$ cat config.mk
export PLATFORM = sky130hd
export DESIGN_NAME = sleep_clkgate_ctrl
export DESIGN_NICKNAME = d
export VERILOG_FILES = /design/src/rtl/sleep_clkgate_ctrl.sv
export SDC_FILE = /design/constraint.sdc
export NUM_CORES = 1
export LEC_CHECK = 0
export BUFFER_PORTS_ARGS = -buffer_cell sky130_fd_sc_hd__clkbuf_2
export CORE_AREA = 2 2 65 67
export CTS_CLUSTER_SIZE = 10
export DETAILED_ROUTE_END_ITERATION = 12
export DIE_AREA = 0 0 67 69
export PLACE_DENSITY_LB_ADDON = 0.2
export SLEW_MARGIN = 20
export SYNTH_ARGS = -nofsm -noshare
export SYNTH_HDL_FRONTEND = slang
export SYNTH_SLANG_ARGS = --single-unit
$ cat constraint.sdc
create_clock -name clk -period 2.8 [get_ports clk]
set_input_delay 0.28 -clock clk [delete_from_list [all_inputs] [get_ports clk]]
set_output_delay 0.28 -clock clk [all_outputs]
set_load 0.01 [all_outputs]
$ cat src/rtl/sleep_clkgate_ctrl.sv
module sleep_clkgate_ctrl #(
  parameter int CNT_W = 8
) (
  input  logic             clk,
  input  logic             rst_n,
  input  logic             sleep_en,
  input  logic             sleep_strobe,
  input  logic [2:0]       mode_sel,
  input  logic [CNT_W-1:0] startup_cycles,
  input  logic             irq,
  output logic             ce_cpu,
  output logic             ce_mem,
  output logic             ce_io,
  output logic             ce_atimer,
  output logic             ce_disp,
  output logic             ce_adc,
  output logic             ce_osc,
  output logic             wake_ready,
  output logic [2:0]       mode_now
);

  localparam logic [2:0] M_IDLE  = 3'd0;
  localparam logic [2:0] M_ADCNR = 3'd1;
  localparam logic [2:0] M_PDOWN = 3'd2;
  localparam logic [2:0] M_PSAVE = 3'd3;
  localparam logic [2:0] M_STBY  = 3'd6;
  localparam logic [2:0] M_NONE  = 3'd7;
  localparam int         NDOM    = 7;

  typedef enum logic [1:0] {S_RUN, S_SLEEP, S_WARM} st_t;

  st_t              st, st_n;
  logic [2:0]       mode_q, mode_n;
  logic [CNT_W-1:0] cnt, cnt_n;
  logic [NDOM-1:0]  ce_q, ce_n;
  logic             rdy_q;
  logic [2:0]       mnow_q;

  // bit order {cpu, mem, io, atimer, disp, adc, osc}
  function automatic logic [NDOM-1:0] keep_mask(input logic [2:0] m);
    case (m)
      M_IDLE:  keep_mask = 7'b0111111;
      M_ADCNR: keep_mask = 7'b0001111;
      M_PSAVE: keep_mask = 7'b0001100;
      M_STBY:  keep_mask = 7'b0000001;
      default: keep_mask = 7'b0000000;
    endcase
  endfunction

  wire mode_ok  = mode_sel inside {M_IDLE, M_ADCNR, M_PDOWN, M_PSAVE, M_STBY};
  wire enter    = sleep_strobe && sleep_en && mode_ok;
  wire osc_kept = mode_q inside {M_IDLE, M_ADCNR, M_STBY};

  always_comb begin
    st_n   = st;
    mode_n = mode_q;
    cnt_n  = cnt;
    case (st)
      S_RUN:   if (enter) begin
                 st_n   = S_SLEEP;
                 mode_n = mode_sel;
               end
      S_SLEEP: if (irq) begin
                 if (osc_kept) st_n = S_RUN;
                 else begin
                   st_n  = S_WARM;
                   cnt_n = startup_cycles;
                 end
               end
      S_WARM:  if (cnt == '0) st_n = S_RUN;
               else cnt_n = cnt - 1'b1;
      default: st_n = S_RUN;
    endcase
  end

  always_comb begin
    if (st_n == S_RUN) ce_n = '1;
    else ce_n = keep_mask(mode_n) | {{(NDOM-1){1'b0}}, st_n == S_WARM};
  end

  always_ff @(posedge clk or negedge rst_n) begin
    if (!rst_n) begin
      st     <= S_RUN;
      mode_q <= M_IDLE;
      cnt    <= '0;
      ce_q   <= '1;
      rdy_q  <= 1'b1;
      mnow_q <= M_NONE;
    end else begin
      st     <= st_n;
      mode_q <= mode_n;
      cnt    <= cnt_n;
      ce_q   <= ce_n;
      rdy_q  <= st_n == S_RUN;
      mnow_q <= (st_n == S_RUN) ? M_NONE : mode_n;
    end
  end

  assign {ce_cpu, ce_mem, ce_io, ce_atimer, ce_disp, ce_adc, ce_osc} = ce_q;
  assign wake_ready = rdy_q;
  assign mode_now   = mnow_q;

endmodule

# Yosys cells after proc, flatten, opt, wreduce, memory -nomap -nowiden
# Cells that the tools add are included.
# totals
register_bits,24
in_bits,16
ram_bits,0
latch_bits,0
romBits,0
memories,0
output_inout_bits,11
word_cells,50
# op_classes
reduce_logical,12
div,0
add_sub_neg,1
shift,0
bitwise,1
magnitude_cmp,0
multipliers,0
mux,15
n_eq_ne,15
# ops
cell,count
$mux 8,3
$pmux 6 s4,1
$pmux 8 s2,1
$mux 7,2
$eq 3x1->1 const B,3
$eq 3x2->1 const B,3
$eq 3x3->1 const B,3
$logic_not 3->1,3
$mux 3,3
$logic_not 8->1,1
$mux 2,4
$sub 8x1->8 const B,1
$or 7x1->7,1
$ne 2x2->1 const B,3
$pmux 2 s3,1
$reduce_bool 5->1,1
$eq 2x2->1 const B,2
$logic_not 2->1,2
$reduce_and 4->1,1
$reduce_bool 3->1,1
$eq 2x1->1 const B,1
$logic_and 1x1->1,2
$reduce_bool 2->1,1

# Longest topological paths before layout
# Gate-level depths: netlist (run 1).
# logic_depth
depth_word,10
mapped_depth,7
mapped_depth_nobuf,7

# Least setup slack after synthesis (run 1)
# OpenSTA, ideal clock, no wires.
# synth_path
kind,flip-flop to flip-flop
start,register cnt[0]
end,register cnt[1]
n_path_buf,0
arrival_time_ns,1.851
stages_incl_launch_ff,8
slack_ns,0.824
required_ns,2.675
path_cell_list,dfrtp_1 -> inv_1 -> ha_1 -> or4b_4 -> o41a_4 -> nor2_8 -> inv_6 -> mux2i_1
# synth_between
elab_chain_len,3
word_cells_on_any_way,6
classes_between,add/sub (1); eq/ne (1); mux (2); reduce/logical (2)
# synth_rtl
item,line,rtl
"start, declared",34,"logic [CNT_W-1:0] cnt, cnt_n;"
"start signal, assigned",92,cnt <= cnt_n;
$sub 8x1->8 / $logic_not 8->1 (equally long branches),"71, 70",
$mux 8 / $ne 2x2->1 (equally long branches),--,
$pmux 8 s2 / $reduce_and 4->1 (equally long branches),--,
# Several ways; a longest one is shown, not always the timed one. The select of a mux whose other input is x is not followed.
# A chain may end at the register's enable or synchronous reset.

# Final worst setup path (run 1)
# layout_path
start,register cnt[0]
end,register ce_q[3]
# layout_between
elab_chain_len,5
# layout_rtl
item,line,rtl
$logic_not 8->1,70,S_WARM: if (cnt == '0) st_n = S_RUN;
$mux 2,70,
$pmux 2 s3,58,case (st)
via st_n[1],32,"st_t st, st_n;"
$logic_not 2->1,77,if (st_n == S_RUN) ce_n = '1;
$mux 7,77,
"end signal, assigned",93,ce_q <= ce_n;
"end, declared",35,"logic [NDOM-1:0] ce_q, ce_n;"
# The timed path passes the listed nets, and every way through them passes these cells.

==> impl_metrics.json, run 1 <==
{
  "grt_max_degree": 22,
  "finalClockSkew_ns": 0.00453,
  "overflow": 0,
  "ys_ff_latch": 21,
  "clock-sinks": 21,
  "p_leak_nw": 0.560,
  "synth.avg_cell_area_um2": 9.82,
  "synth_edf_count": 0,
  "fp.dieW_um": 67,
  "maxSlewHeadroom": 0.619,
  "vias_per_cell": 4.90,
  "synth_top_area_cell": "dfrtp_1",
  "grt_pass1_vias": 933,
  "h-tree-depth": 1,
  "start_util": 0.286,
  "yosysTopAreaCellShare": 0.291,
  "yosys-top-cells-count": "dfrtp_1, nor2_1, a21oi_1",
  "setup_viol": 0,
  "netlist_area_um2": 1120,
  "async_flop_share": 1.00,
  "cts_buffers": 3,
  "detail-route-antenna-nets": 0,
  "vdd.ir_drop.worst_mv": 0.423,
  "coreArea_um2": 3910,
  "dp_hpwl_um": 1880,
  "total_power_mw": 1.35,
  "synth_fp_nets": 131,
  "antenna_cells": 0,
  "rsz0062_at_grt": "false",
  "syn2layout_area_growth_pct": 18.8,
  "timing.fmax_mhz": 471,
  "slew_viol_final": 0,
  "status": "complete, no violations",
  "fin_tns_setup_ns": 0,
  "grt_pass1_wl_um": 4380,
  "io_pins": 27,
  "cts_tree": "done",
  "clkTransAtPathRegs_ns": 0.08,
  "critPathKind": "flop to flop",
  "layout-drive-gt1-share": 0.321,
  "antenna_found_initial": 0,
  "clock_path_buffers": 2,
  "synthTopCellsByArea": "dfrtp_1, dfstp_2, a21oi_1",
  "worst_pin_slew_ns": 0.572,
  "die-area_um2": 4620,
  "dr.pass1.iters": 4,
  "hold_viol": 0,
  "hold_class": "input port to flop",
  "layout.nets": 155,
  "track_usage": 0.123,
  "synth.most_common_cell": "dfrtp_1",
  "worstSetupEndpointType": "flop",
  "place_congestion": 0.861,
  "synthCells": 114,
  "path_max_fanout": 9,
  "period_needed_ns": 2.12,
  "post_cts_buffers": 0,
  "core.rowCount": 23,
  "worstPathRequired_ns": 2.99,
  "drc": 0,
  "yosysWarningCount": 0,
  "ys_types": 38,
  "crit_arrival_ns": 2.31,
  "start_kind": "flop",
  "post-route-period-util": 0.759,
  "clockRootBuffer": "clkbuf_8",
  "drt-initial-drc-count": 84,
  "io_buffers": 26,
  "clkLatencyLatePin_ns": 0.26,
  "max_cap_violations": 0,
  "wl_per_cell_um": 13.2,
  "die_y_um": 69,
  "wirelength_um": 2480,
  "ys_seq_area_frac": 0.478,
  "vias": 917,
  "power_density_nw_per_um2": 1010,
  "ys.flop_type": "dfrtp_1"
}
placed cells by master, fill, tap and decap left out, types with 3 or more instances in the layout:
cell	instances
nor2_1	11
o2bb2ai_1	5
nor3_1	3
nor4_1	3
o21ai_0	8
clkbuf_2	26
nand3_1	4
dfrtp_1	13
nand2b_1	3
clkbuf_8	3
dfstp_2	8
nand2_1	5
a21oi_1	9
o22ai_1	5
inv_1	5
report_power, final:
| group | internal [mW] | switching, mW |
|---|---|---|
| Clock | 0.100 | 0.103 |
| Combinational | 0.244 | 0.315 |
| Sequential | 0.462 | 0.123 |
logic make-up after synthesis:
family,Yosys count,synth area share
AND/OR/NAND/NOR,39,0.206
multiplexers,1,0.00894
AO/OA/AOI/OAI,38,0.235
adder cells (fa/ha/maj),1,0.0112
buffers and inverters,14,0.0615
flip-flops,21,0.478
final cells by class:
| class | instances | area, µm² |
|---|---|---|
| Tap cell | 50 | 62.6 |
| Clock inverter | 1 | 7.51 |
| Fill cell | 434 | 2580 |
| Timing Repair Buffer | 27 | 140 |
| Inverter | 6 | 27.5 |
| Multi-Input combinational cell | 79 | 515 |
| Clock buffer | 3 | 41.3 |
| Sequential cell | 21 | 536 |
final timing paths:
path                                     from            endpoint  slack, ns  depth (start not counted)
max in group asynchronous               rst_n   ce_q[0]$_DFF_PN1_       1.90                          2
hold / removal              startup_cycles[0]  cnt[0]$_DFFE_PN0P_       0.29                          3
min in group asynchronous               rst_n  cnt[4]$_DFFE_PN0P_       0.52                          2
setup / recovery           cnt[0]$_DFFE_PN0P_   ce_q[3]$_DFF_PN1_       0.68                          7
hold reg to reg            cnt[3]$_DFFE_PN0P_  cnt[3]$_DFFE_PN0P_       0.56                          1
setup reg to reg           cnt[0]$_DFFE_PN0P_   ce_q[3]$_DFF_PN1_       0.68                          7
critical path, cell delays in order, from the launching register on:
cell	delay (ns)
dfrtp_1	0.41
inv_1	0.08
ha_1	0.18
or4b_4	0.51
o41a_4	0.42
nor2_8	0.21
inv_6	0.07
o22ai_1	0.16
what timing repair did:
item / CTS / global route
endpoints found under the setup margin: 0 / 0
hold endpoints to repair: 13 / 0
gates resized for setup: 0 / 0
hold buffers: 1 / 0
stage by stage:
step | hold slack (ns) | instances | utilization | setup WS, ns | instance area (µm²)
finish | 0.291 | 187 | 0.340 | 0.676 | 1330
detailed placement | 0.293 | 182 | 0.325 | 0.685 | 1270
floorplan | -0.0156 | 114 | - | 0.824 | 1120
global placement | 0.289 | 182 | 0.325 | 0.702 | 1270
CTS | 0.287 | 187 | 0.340 | 0.668 | 1330
global route | 0.310 | 187 | 0.340 | 0.555 | 1330
registers in the layout, summed over array words and instances, names as in the netlist:
register and flops:
ce_q 5, cnt 8, mode_now 3, mode_q 3, st 2
per-layer routing:
| layer | track usage | part of all wire | up-vias |
|---|---|---|---|
| li1 | - | - | 467 |
| met1 | 0.150 | 0.45 | 420 |
| met2 | 0.206 | 0.49 | 24 |
| met3 | 0.0359 | 0.040 | 6 |
| met4 | 0.0340 | 0.015 | 0 |
| met5 | 0 | 0 | - |
(Power assumes the default switching activity.)
==> run 2: changes to the inputs <==
==> constraint.sdc (replaced) <==
create_clock -name clk -period 1.9 [get_ports clk]
set_input_delay 0.19 -clock clk [delete_from_list [all_inputs] [get_ports clk]]
set_output_delay 0.19 -clock clk [all_outputs]
set_load 0.01 [all_outputs]
==> impl_metrics.json, run 2 (synthesis results as in run 1) <==
{
  "vdd.ir_drop.worst_mv": 0.541,
  "post-route-period-util": 1.04,
  "critPathKind": "flop to flop",
  "crit_arrival_ns": 2.12,
  "dr.pass1.iters": 4,
  "drt-initial-drc-count": 67,
  "wl_per_cell_um": 13.2,
  "gr-usage-met3": 0.0310,
  "core.rowCount": 23,
  "grt_util_met1": 0.162,
  "detail-route-antenna-nets": 0,
  "hold_viol": 0,
  "wirelength_um": 2670,
  "p_leak_nw": 0.651,
  "die_y_um": 69,
  "track_usage": 0.131,
  "top_regs": "cnt x8, ce_q x5",
  "rsz0062_at_grt": "true",
  "clkLatencyLatePin_ns": 0.26,
  "max_cap_violations": 0,
  "dp_hpwl_um": 1960,
  "status": "finished, violations left",
  "combinationalPowerShare": 0.494,
  "grt_pass1_wl_um": 4750,
  "regMostFlops": "cnt",
  "vias": 1001,
  "maxSlewHeadroom": 0.656,
  "setup_viol": 13,
  "start_util": 0.286,
  "antenna_found_initial": 0,
  "placed_cells": 191,
  "path_max_fanout": 6,
  "io_pins": 27,
  "cts_tree": "done",
  "antenna_cells": 0,
  "cts_buffers": 3,
  "worst_slack_ns": -0.0723,
  "dp_worst_setup_slack_ns": -0.118,
  "timing.fmax_mhz": 507,
  "clockRootBuffer": "clkbuf_8",
  "register_area_um2": 536,
  "period_needed_ns": 1.97,
  "die-area_um2": 4620,
  "num-fill-cells": 432,
  "slew_viol_final": 0,
  "overflow": 0,
  "power_density_nw_per_um2": 1530,
  "switchingPower_mw": 0.892,
  "io_buffers": 26,
  "worstPathRequired_ns": 2.05,
  "layout.nets": 170,
  "clkTransAtPathRegs_ns": 0.08,
  "vias_per_cell": 4.96,
  "pwr-share-seq": 0.370,
  "clock_path_buffers": 2,
  "worstSetupEndpointType": "flop",
  "worst_pin_slew_ns": 0.511,
  "clock-sinks": 21,
  "grt_pass1_vias": 1060,
  "fin_cells": 202,
  "hold_class": "input port to flop",
  "syn2layout_area_growth_pct": 32.5,
  "violations": "setup timing",
  "layout-drive-gt1-share": 0.447,
  "layout_common_cells": "clkbuf_2, buf_4, dfrtp_1",
  "fp.dieW_um": 67,
  "largest_register_ffs": 8,
  "grt_max_degree": 22,
  "h-tree-depth": 1,
  "start_kind": "flop",
  "multi_input_comb_area_um2": 561,
  "coreArea_um2": 3910,
  "gr-max-usage-layer": "met2",
  "layout_commonest_cell": "clkbuf_2",
  "p_clk_frac": 0.136,
  "fin_tns_setup_ns": -0.580,
  "drc": 0,
  "p_int_mw": 1.38,
  "place_congestion": 0.865,
  "finalClockSkew_ns": 0.00176,
  "sw_frac_of_total": 0.392,
  "use_met2": 0.226
}
## run 2: power groups by stage
| stage | Clock, mW | Sequential [mW] | Combinational, mW |
|---|---|---|---|
| floorplan | 0 | 0.839 | 0.633 |
| global placement | 0 | 0.842 | 0.973 |
| detailed placement | 0 | 0.839 | 0.970 |
| CTS | 0.324 | 0.839 | 1.12 |
| global route | 0.337 | 0.873 | 1.26 |
| finish | 0.308 | 0.841 | 1.12 |
## run 2: repair_timing
| action | CTS | global route |
|---|---|---|
| gates resized for setup | 9 | 1 |
| setup buffers | 5 | 0 |
| hold endpoints to repair | 13 | 0 |
| pin swaps | 1 | 2 |
| endpoints found under the setup margin | 16 | 16 |
| hold buffers | 1 | 0 |
| gates cloned | 1 | 0 |
## run 2: path summary, 6_finish.rpt
path                       cells past startpoint  slack [ns]               start                    end
setup / recovery                               7       -0.07  cnt[0]$_DFFE_PN0P_     cnt[2]$_DFFE_PN0P_
hold / removal                                 3        0.21   startup_cycles[4]     cnt[4]$_DFFE_PN0P_
setup reg to reg                               7       -0.07  cnt[0]$_DFFE_PN0P_     cnt[2]$_DFFE_PN0P_
hold reg to reg                                1        0.57  cnt[3]$_DFFE_PN0P_     cnt[3]$_DFFE_PN0P_
max in group asynchronous                      2        1.11               rst_n  mode_now[1]$_DFF_PN1_
min in group asynchronous                      2        0.42               rst_n     cnt[5]$_DFFE_PN0P_
## run 2: stage by stage
step	area (µm²)	hold slack, ns	power [mW]	util
finish	1480	0.212	2.27	0.379
global route	1480	0.231	2.47	0.379
CTS	1480	0.207	2.29	0.377
detailed placement	1340	0.197	1.81	0.342
global placement	1340	0.199	1.82	0.342
floorplan	1120	-0.106	1.47	-
## run 2: layout make-up
type	instances	share of cell area
repair inverters	1	0.00253
repair buffers	41	0.165
clock buffers	3	0.0278
flip-flops and latches	21	0.361
clock inverters	1	0.00506
inverters	6	0.0185
multi-input cells	79	0.378
well taps	50	0.0422
## run 2: per-layer routing
| layer | wire length [µm] | up-vias |
|---|---|---|
| li1 | - | 498 |
| met1 | 1200 | 475 |
| met2 | 1330 | 23 |
| met3 | 122 | 5 |
| met4 | 26 | 0 |
| met5 | 0 | - |
## run 2: worst max-delay path, stage by stage, from the launching register on
cell and delay [ns]:
dfrtp_1 0.39, inv_2 0.08, ha_4 0.13, or4b_4 0.46
o41a_4 0.42, nor2_8 0.17, buf_4 0.14, o2bb2ai_1 0.06
